## src/rtl/irm_pkg.sv

```systemverilog
package irm_pkg;
    localparam int REG_W = 32;
    localparam int VAL_W = 2 * REG_W;
    localparam int NUM_REGS = 4;

    typedef enum logic [1:0] {
        OP_READ   = 2'd0,
        OP_WRITE  = 2'd1,
        OP_LOCK32 = 2'd2,
        OP_LOCK64 = 2'd3
    } irm_op_e;

    typedef enum logic [1:0] {
        RSP_COMPLETE = 2'd0,
        RSP_TYPE_ERR = 2'd1,
        RSP_ADDR_ERR = 2'd2
    } irm_rsp_e;

    typedef struct packed {
        logic [REG_W-1:0] bm;
        logic [REG_W-1:0] bw;
        logic [REG_W-1:0] ch_hi;
        logic [REG_W-1:0] ch_lo;
    } irm_regs_t;

    typedef struct packed {
        irm_regs_t        regs;
        logic             rsp_valid;
        logic [1:0]       rsp_code;
        logic [VAL_W-1:0] rsp_value;
    } irm_state_t;
endpackage

```

## src/rtl/irm_req_decode.sv

```systemverilog
module irm_req_decode
    import irm_pkg::*;
#(
    parameter int ADDR_W   = 6,
    parameter int EXT_W    = 4,
    parameter int CAS_CODE = 2
) (
    input  logic [1:0]        op,
    input  logic [ADDR_W-1:0] addr,
    input  logic [EXT_W-1:0]  ext,
    output logic [1:0]        code,
    output logic [1:0]        sel,
    output logic              is_read,
    output logic              is_lock32,
    output logic              is_lock64
);
    localparam int IDX_W = ADDR_W - 2;
    localparam logic [1:0] CH_HI_IDX = 2'd2;

    logic [IDX_W-1:0] idx;
    logic             misaligned;
    logic             in_range;
    logic             cas;

    assign idx        = addr[ADDR_W-1:2];
    assign misaligned = |addr[1:0];
    assign in_range   = idx < IDX_W'(NUM_REGS);
    assign cas        = ext == EXT_W'(CAS_CODE);
    assign sel        = idx[1:0];

    always_comb begin
        code      = RSP_COMPLETE;
        is_read   = 1'b0;
        is_lock32 = 1'b0;
        is_lock64 = 1'b0;
        if (misaligned || !in_range) begin
            code = RSP_ADDR_ERR;
        end else begin
            case (op)
                OP_READ:  is_read = 1'b1;
                OP_WRITE: code = RSP_TYPE_ERR;
                OP_LOCK32: begin
                    if (cas) is_lock32 = 1'b1;
                    else     code = RSP_TYPE_ERR;
                end
                default: begin
                    if (cas && sel == CH_HI_IDX) is_lock64 = 1'b1;
                    else                         code = RSP_TYPE_ERR;
                end
            endcase
        end
    end
endmodule

```

## src/rtl/irm_bw_cas.sv

```systemverilog
module irm_bw_cas
    import irm_pkg::*;
#(
    parameter int BW_W = 13
) (
    input  logic [REG_W-1:0] cur,
    input  logic [REG_W-1:0] arg,
    input  logic [REG_W-1:0] data,
    output logic             upd,
    output logic [REG_W-1:0] new_val,
    output logic [REG_W-1:0] ret
);
    localparam logic [REG_W:0] LIMIT = (REG_W + 1)'(1) << BW_W;

    logic             arg_over;
    logic [REG_W-1:0] data_m;
    logic [REG_W:0]   amt;
    logic [REG_W:0]   sum;

    assign arg_over = |arg[REG_W-1:BW_W];
    assign data_m   = {{(REG_W - BW_W){1'b0}}, data[BW_W-1:0]};

    always_comb begin
        upd     = 1'b0;
        new_val = cur;
        ret     = cur;
        amt     = '0;
        sum     = '0;
        if (!arg_over) begin
            if (arg >= data_m) begin
                amt = {1'b0, arg} - {1'b0, data_m};
                if ({1'b0, cur} >= amt) begin
                    upd     = 1'b1;
                    new_val = cur - amt[REG_W-1:0];
                    ret     = arg;
                end
            end else begin
                amt = {1'b0, data_m} - {1'b0, arg};
                sum = {1'b0, cur} + amt;
                if (sum < LIMIT) begin
                    upd     = 1'b1;
                    new_val = sum[REG_W-1:0];
                    ret     = arg;
                end
            end
        end
    end
endmodule

```

## src/rtl/irm_chan_cas.sv

```systemverilog
module irm_chan_cas #(
    parameter int W = 32
) (
    input  logic [W-1:0] cur,
    input  logic [W-1:0] arg,
    input  logic [W-1:0] data,
    output logic         upd,
    output logic [W-1:0] new_val,
    output logic [W-1:0] ret
);
    logic [W-1:0] affected;

    assign affected = arg ^ data;
    assign upd      = ((arg ^ cur) & affected) == '0;
    assign new_val  = upd ? (cur ^ affected) : cur;
    assign ret      = upd ? arg : cur;
endmodule

```

## src/rtl/irm_lock_regs.sv

```systemverilog
module irm_lock_regs
    import irm_pkg::*;
#(
    parameter int               ADDR_W   = 6,
    parameter int               EXT_W    = 4,
    parameter int               CAS_CODE = 2,
    parameter int               BW_W     = 13,
    parameter logic [REG_W-1:0] BM_INIT  = 32'h0000_003F,
    parameter logic [REG_W-1:0] BW_INIT  = 32'd4915,
    parameter logic [REG_W-1:0] CHH_INIT = 32'hFFFF_FFFE,
    parameter logic [REG_W-1:0] CHL_INIT = 32'hFFFF_FFFF
) (
    input  logic              clk,
    input  logic              rst_n,
    input  logic              bus_reset,
    input  logic              req_valid,
    input  logic [1:0]        req_op,
    input  logic [ADDR_W-1:0] req_addr,
    input  logic [EXT_W-1:0]  req_ext,
    input  logic [63:0]       req_arg,
    input  logic [63:0]       req_data,
    output logic              rsp_valid,
    output logic [1:0]        rsp_code,
    output logic [63:0]       rsp_value
);
    localparam irm_regs_t REGS_INIT = '{bm: BM_INIT, bw: BW_INIT, ch_hi: CHH_INIT, ch_lo: CHL_INIT};
    localparam logic [REG_W-1:0] BCAST_CLR = ~(REG_W'(1));

    irm_state_t st_q, st_d;

    logic [1:0] dec_code;
    logic [1:0] dec_sel;
    logic       dec_read, dec_lock32, dec_lock64;

    irm_req_decode #(
        .ADDR_W  (ADDR_W),
        .EXT_W   (EXT_W),
        .CAS_CODE(CAS_CODE)
    ) u_decode (
        .op       (req_op),
        .addr     (req_addr),
        .ext      (req_ext),
        .code     (dec_code),
        .sel      (dec_sel),
        .is_read  (dec_read),
        .is_lock32(dec_lock32),
        .is_lock64(dec_lock64)
    );

    // operand selection
    logic [REG_W-1:0] arg32, data32, rd_word, ch_cur32, ch_data32;
    logic             sel_hi;

    assign arg32     = req_arg[REG_W-1:0];
    assign data32    = req_data[REG_W-1:0];
    assign sel_hi    = dec_sel == 2'd2;
    assign ch_cur32  = sel_hi ? st_q.regs.ch_hi : st_q.regs.ch_lo;
    assign ch_data32 = sel_hi ? (data32 & BCAST_CLR) : data32;

    always_comb begin
        case (dec_sel)
            2'd0:    rd_word = st_q.regs.bm;
            2'd1:    rd_word = st_q.regs.bw;
            2'd2:    rd_word = st_q.regs.ch_hi;
            default: rd_word = st_q.regs.ch_lo;
        endcase
    end

    // per-register lock engines
    logic             bw_upd;
    logic [REG_W-1:0] bw_new, bw_ret;

    irm_bw_cas #(.BW_W(BW_W)) u_bw (
        .cur    (st_q.regs.bw),
        .arg    (arg32),
        .data   (data32),
        .upd    (bw_upd),
        .new_val(bw_new),
        .ret    (bw_ret)
    );

    logic             ch32_upd;
    logic [REG_W-1:0] ch32_new, ch32_ret;

    irm_chan_cas #(.W(REG_W)) u_ch32 (
        .cur    (ch_cur32),
        .arg    (arg32),
        .data   (ch_data32),
        .upd    (ch32_upd),
        .new_val(ch32_new),
        .ret    (ch32_ret)
    );

    logic             ch64_upd;
    logic [VAL_W-1:0] ch64_new, ch64_ret, ch64_data;

    assign ch64_data = {req_data[VAL_W-1:REG_W] & BCAST_CLR, req_data[REG_W-1:0]};

    irm_chan_cas #(.W(VAL_W)) u_ch64 (
        .cur    ({st_q.regs.ch_hi, st_q.regs.ch_lo}),
        .arg    (req_arg),
        .data   (ch64_data),
        .upd    (ch64_upd),
        .new_val(ch64_new),
        .ret    (ch64_ret)
    );

    always_comb begin
        st_d           = st_q;
        st_d.rsp_valid = req_valid;
        st_d.rsp_code  = RSP_COMPLETE;
        st_d.rsp_value = '0;
        if (req_valid) begin
            st_d.rsp_code = dec_code;
            if (dec_read) begin
                st_d.rsp_value = {{REG_W{1'b0}}, rd_word};
            end
            if (dec_lock32) begin
                case (dec_sel)
                    2'd0: begin
                        st_d.rsp_value = {{REG_W{1'b0}}, st_q.regs.bm};
                        if (st_q.regs.bm == arg32) st_d.regs.bm = data32;
                    end
                    2'd1: begin
                        st_d.rsp_value = {{REG_W{1'b0}}, bw_ret};
                        if (bw_upd) st_d.regs.bw = bw_new;
                    end
                    default: begin
                        st_d.rsp_value = {{REG_W{1'b0}}, ch32_ret};
                        if (ch32_upd) begin
                            if (sel_hi) st_d.regs.ch_hi = ch32_new;
                            else        st_d.regs.ch_lo = ch32_new;
                        end
                    end
                endcase
            end
            if (dec_lock64) begin
                st_d.rsp_value = ch64_ret;
                if (ch64_upd) begin
                    st_d.regs.ch_hi = ch64_new[VAL_W-1:REG_W] & BCAST_CLR;
                    st_d.regs.ch_lo = ch64_new[REG_W-1:0];
                end
            end
        end
        if (bus_reset) begin
            st_d.regs = REGS_INIT;
        end
    end

    always_ff @(posedge clk or negedge rst_n) begin
        if (!rst_n) begin
            st_q.regs      <= REGS_INIT;
            st_q.rsp_valid <= 1'b0;
            st_q.rsp_code  <= RSP_COMPLETE;
            st_q.rsp_value <= '0;
        end else begin
            st_q <= st_d;
        end
    end

    assign rsp_valid = st_q.rsp_valid;
    assign rsp_code  = st_q.rsp_code;
    assign rsp_value = st_q.rsp_value;
endmodule

```

## config.mk

```make
export PLATFORM = sky130hd
export DESIGN_NAME = irm_lock_regs
export DESIGN_NICKNAME = d
export VERILOG_FILES = /design/src/rtl/irm_pkg.sv /design/src/rtl/irm_req_decode.sv /design/src/rtl/irm_bw_cas.sv /design/src/rtl/irm_chan_cas.sv /design/src/rtl/irm_lock_regs.sv
export SDC_FILE = /design/constraint.sdc
export NUM_CORES = 1
export LEC_CHECK = 0
export CORE_MARGIN = 3
export CORE_UTILIZATION = 40
export DETAILED_ROUTE_END_ITERATION = 8
export PLACE_DENSITY = 0.61
export SETUP_SLACK_MARGIN = 0.02
export SKIP_CTS_REPAIR_TIMING = 1
export SLEW_MARGIN = 0
export SYNTH_ARGS = -nofsm -noshare
export SYNTH_HDL_FRONTEND = slang
export SYNTH_HIERARCHICAL = 1
export SYNTH_SLANG_ARGS = --single-unit
export TNS_END_PERCENT = 50
```

## constraint.sdc

```tcl
create_clock -name clk -period 7.74 [get_ports clk]
set_input_delay 2.322 -clock clk [delete_from_list [all_inputs] [get_ports clk]]
set_output_delay 2.322 -clock clk [all_outputs]
set_load 0.005 [all_outputs]
```

==> results by group <==
Cells and area
  • Final-layout fill cell count: 5310
  • Final #Nets: between 3000 and 4000
  • Area grow syn2layout: 22.4%
  • Finished Layout Cells: between 3000 and 4000
  • Layout cell share with drive strength beyond 1: 19.1%

Outcome
  • Outcome: complete, no violations

Die
  • Core Footprint: around 56000 µm²
  • # IOs: roughly 210
  • Die width: between 200 and 250 µm
  • Total Die Area: 59500 µm²
  • Row count: 86
  • Initial core utilization: 40.8%
  • Die height: 244 µm

Clock network
  • Longest Clk Path Bufs: 2
  • Root buf cell: clkbuf_16
  • CTS tree: yes
  • H-Tree Depth: 4
  • Clock Sinks: between 150 and 200
  • Clk slew on worst S/H paths: around 0.080 ns
  • CTS Buf Count: 17
  • Clock Latency Late Sink: roughly 0.46 ns

Setup path
  • Reg2Reg Capture Point: rsp_value[29]$_DFF_PN0_
  • Crit end category: flop
  • Maximum fanout along the worst path: 6
  • R2R Path Start: st_q[132]$_DFFE_PN1P_
  • CP max-delay cell: clkdlybuf4s50_1
  • Startpoint types: primary input
  • Cell depth of the worst flop-to-flop path: 23
  • Buf/Inv on CP: 6
  • Worst R2R Setup Slack: approximately 1.9 ns
  • Worst EP required: 8.09 ns
  • Critical path class: primary input to flop
  • CP top delay family: compound AO/OA/AOI/OAI gates
  • Critical Path AT: approximately 7.9 ns
  • Crit path largest cell delay: 0.55 ns

STA
  • RSZ-0062 raised after global routing: true
  • Worst hold slack: between 0.5 and 0.6 ns
  • Slew margin rel.: a little under a quarter
  • Crit share post-route: a little over nine tenths
  • Highest Clock Rate: about 130 MHz
  • Final setup vio count: 0
  • Worst Tran Pin Value: ~1.2 ns
  • Fin. Hold Viols: 0
  • Fin Clk Skew: ~0.011 ns
  • Slew Limit Fails: 0
  • Tmin final: 7.58 ns

Min path
  • WHS Path Cells: 2
  • WHS Endpoint: st_q[163]$_DFFE_PN1P_
  • Hold Crit Start: st_q[163]$_DFFE_PN1P_
  • Worst hold path class: flop to flop

Placed design
  • Placed cells: approximately 3800
  • Gp weighted congestion: 0.982
  • Post-DP HPWL: between 60 and 70 mm
  • Port Buffers: about 210

Yosys
  • Mapped Cells: ~2800
  • YS warnings: 6
  • Mapped Area: 22700 µm²
  • Syn Area/Cell: around 8.2 µm²

Global routing
  • Global-route total usage across every layer: about 28%
  • Largest net degree at the start of global routing: between 90 and 100
  • Grt ovf: 0
  • Global-route wire length before repair: 131 mm
  • Initial antenna violation count: 2
  • Vias in the first global route: between 20000 and 25000

Detailed routing
  • DRC: 0
  • Routed Antenna Nets: 0
  • WL met3: between 5 and 6 mm
  • DRT Wirelength: between 80 and 90 mm
  • DRT met1 WL: approximately 38 mm
  • Initial drt markers: ~1800
  • Drt pass-1 iters: 8
  • DR top layer: met5
  • Via Count: ~22000
  • Met2 WL: ~40 mm
  • Drt via density: 5.82
  • Avg WL per Cell: between 20 and 25 µm

Run
  • Max cap viols: 0

Power and ir drop
  • Peak supply drop: between 100 and 150 µV
  • LEAKAGE: 0.0112 µW
  • P per Cell Area: about 110 nW/µm²
-- how the worst max path moves through the flow --
stage	slack, ns	to	start	cells after the start
2_1_floorplan	0.15	rsp_value[4]$_DFF_PN0_	req_arg[0]	24
3_3_place_gp	-0.95	rsp_value[7]$_DFF_PN0_	req_data[9]	31
3_5_place_dp	-1.02	rsp_value[7]$_DFF_PN0_	req_data[9]	31
4_1_cts	-0.54	rsp_value[7]$_DFF_PN0_	req_data[9]	31
5_1_grt	-0.09	rsp_value[7]$_DFF_PN0_	req_data[2]	31
6_report	0.16	rsp_value[12]$_DFF_PN0_	req_data[8]	29
-- stage by stage --
| stage | util, % | TNS (ns) | cell area (µm²) | total power [µW] | setup slack (ns) |
|---|---|---|---|---|---|
| CTS | 49.3 | -20.77 | 27400 | 2930 | -0.543 |
| detailed placement | 48.1 | -51.21 | 26700 | 1940 | -1.02 |
| global route | 49.9 | -1.00 | 27700 | 3070 | -0.0909 |
| global placement | 48.1 | -47.71 | 26700 | 1930 | -0.952 |
| finish | 49.9 | 0 | 27700 | 2950 | 0.157 |
| floorplan | - | 0 | 22700 | 1510 | 0.151 |
-- area by class of cell --
class | count | area [µm²] | share of cell area, %
Tap cell | 748 | 936 | 3.38
Sequential cell | 195 | 4970 | 17.9
Antenna cell | 1 | 2.50 | 0.00903
Clock inverter | 11 | 178 | 0.641
Multi-Input combinational cell | 2246 | 16300 | 58.6
Clock buffer | 21 | 450 | 1.62
Inverter | 95 | 357 | 1.29
Timing Repair Buffer | 523 | 4570 | 16.5
-- flip-flops by register name (all words and copies together) (netlist names) --
register and count:
rsp_valid 1, rsp_code 2, rsp_value 64, st_q 128
-- placed cells by master, fill, tap and decap left out, drive strengths merged, types with 52 or more instances in the layout --
| cell type | n |
|---|---|
| nand3 | 88 |
| buf | 317 |
| dfstp | 76 |
| xnor2 | 178 |
| xor2 | 107 |
| nand2 | 242 |
| and3 | 52 |
| mux2i | 62 |
| dfrtp | 119 |
| inv | 97 |
| nand2b | 98 |
| nand3b | 64 |
| nor2 | 194 |
| a21oi | 142 |
| clkdlybuf4s50 | 192 |
| o21ai | 180 |
| mux2 | 140 |
| ha | 97 |
-- per-layer routing --
layer,up-vias,global-route usage [%]
li1,10500,-
met3,159,3.80
met5,-,0
met4,2,12.6
met1,10800,38.1
met2,895,45.8
-- where the power goes --
group	internal (µW)	switching [µW]
clock network	554	438
registers	1020	0.667
logic	414	523
-- tightest hold or removal path, stage by stage (launching register included) --
cell and delay, ns:
dfstp_2 0.38, nor2_1 0.09, mux2i_1 0.07
(Power assumes the default switching activity.)
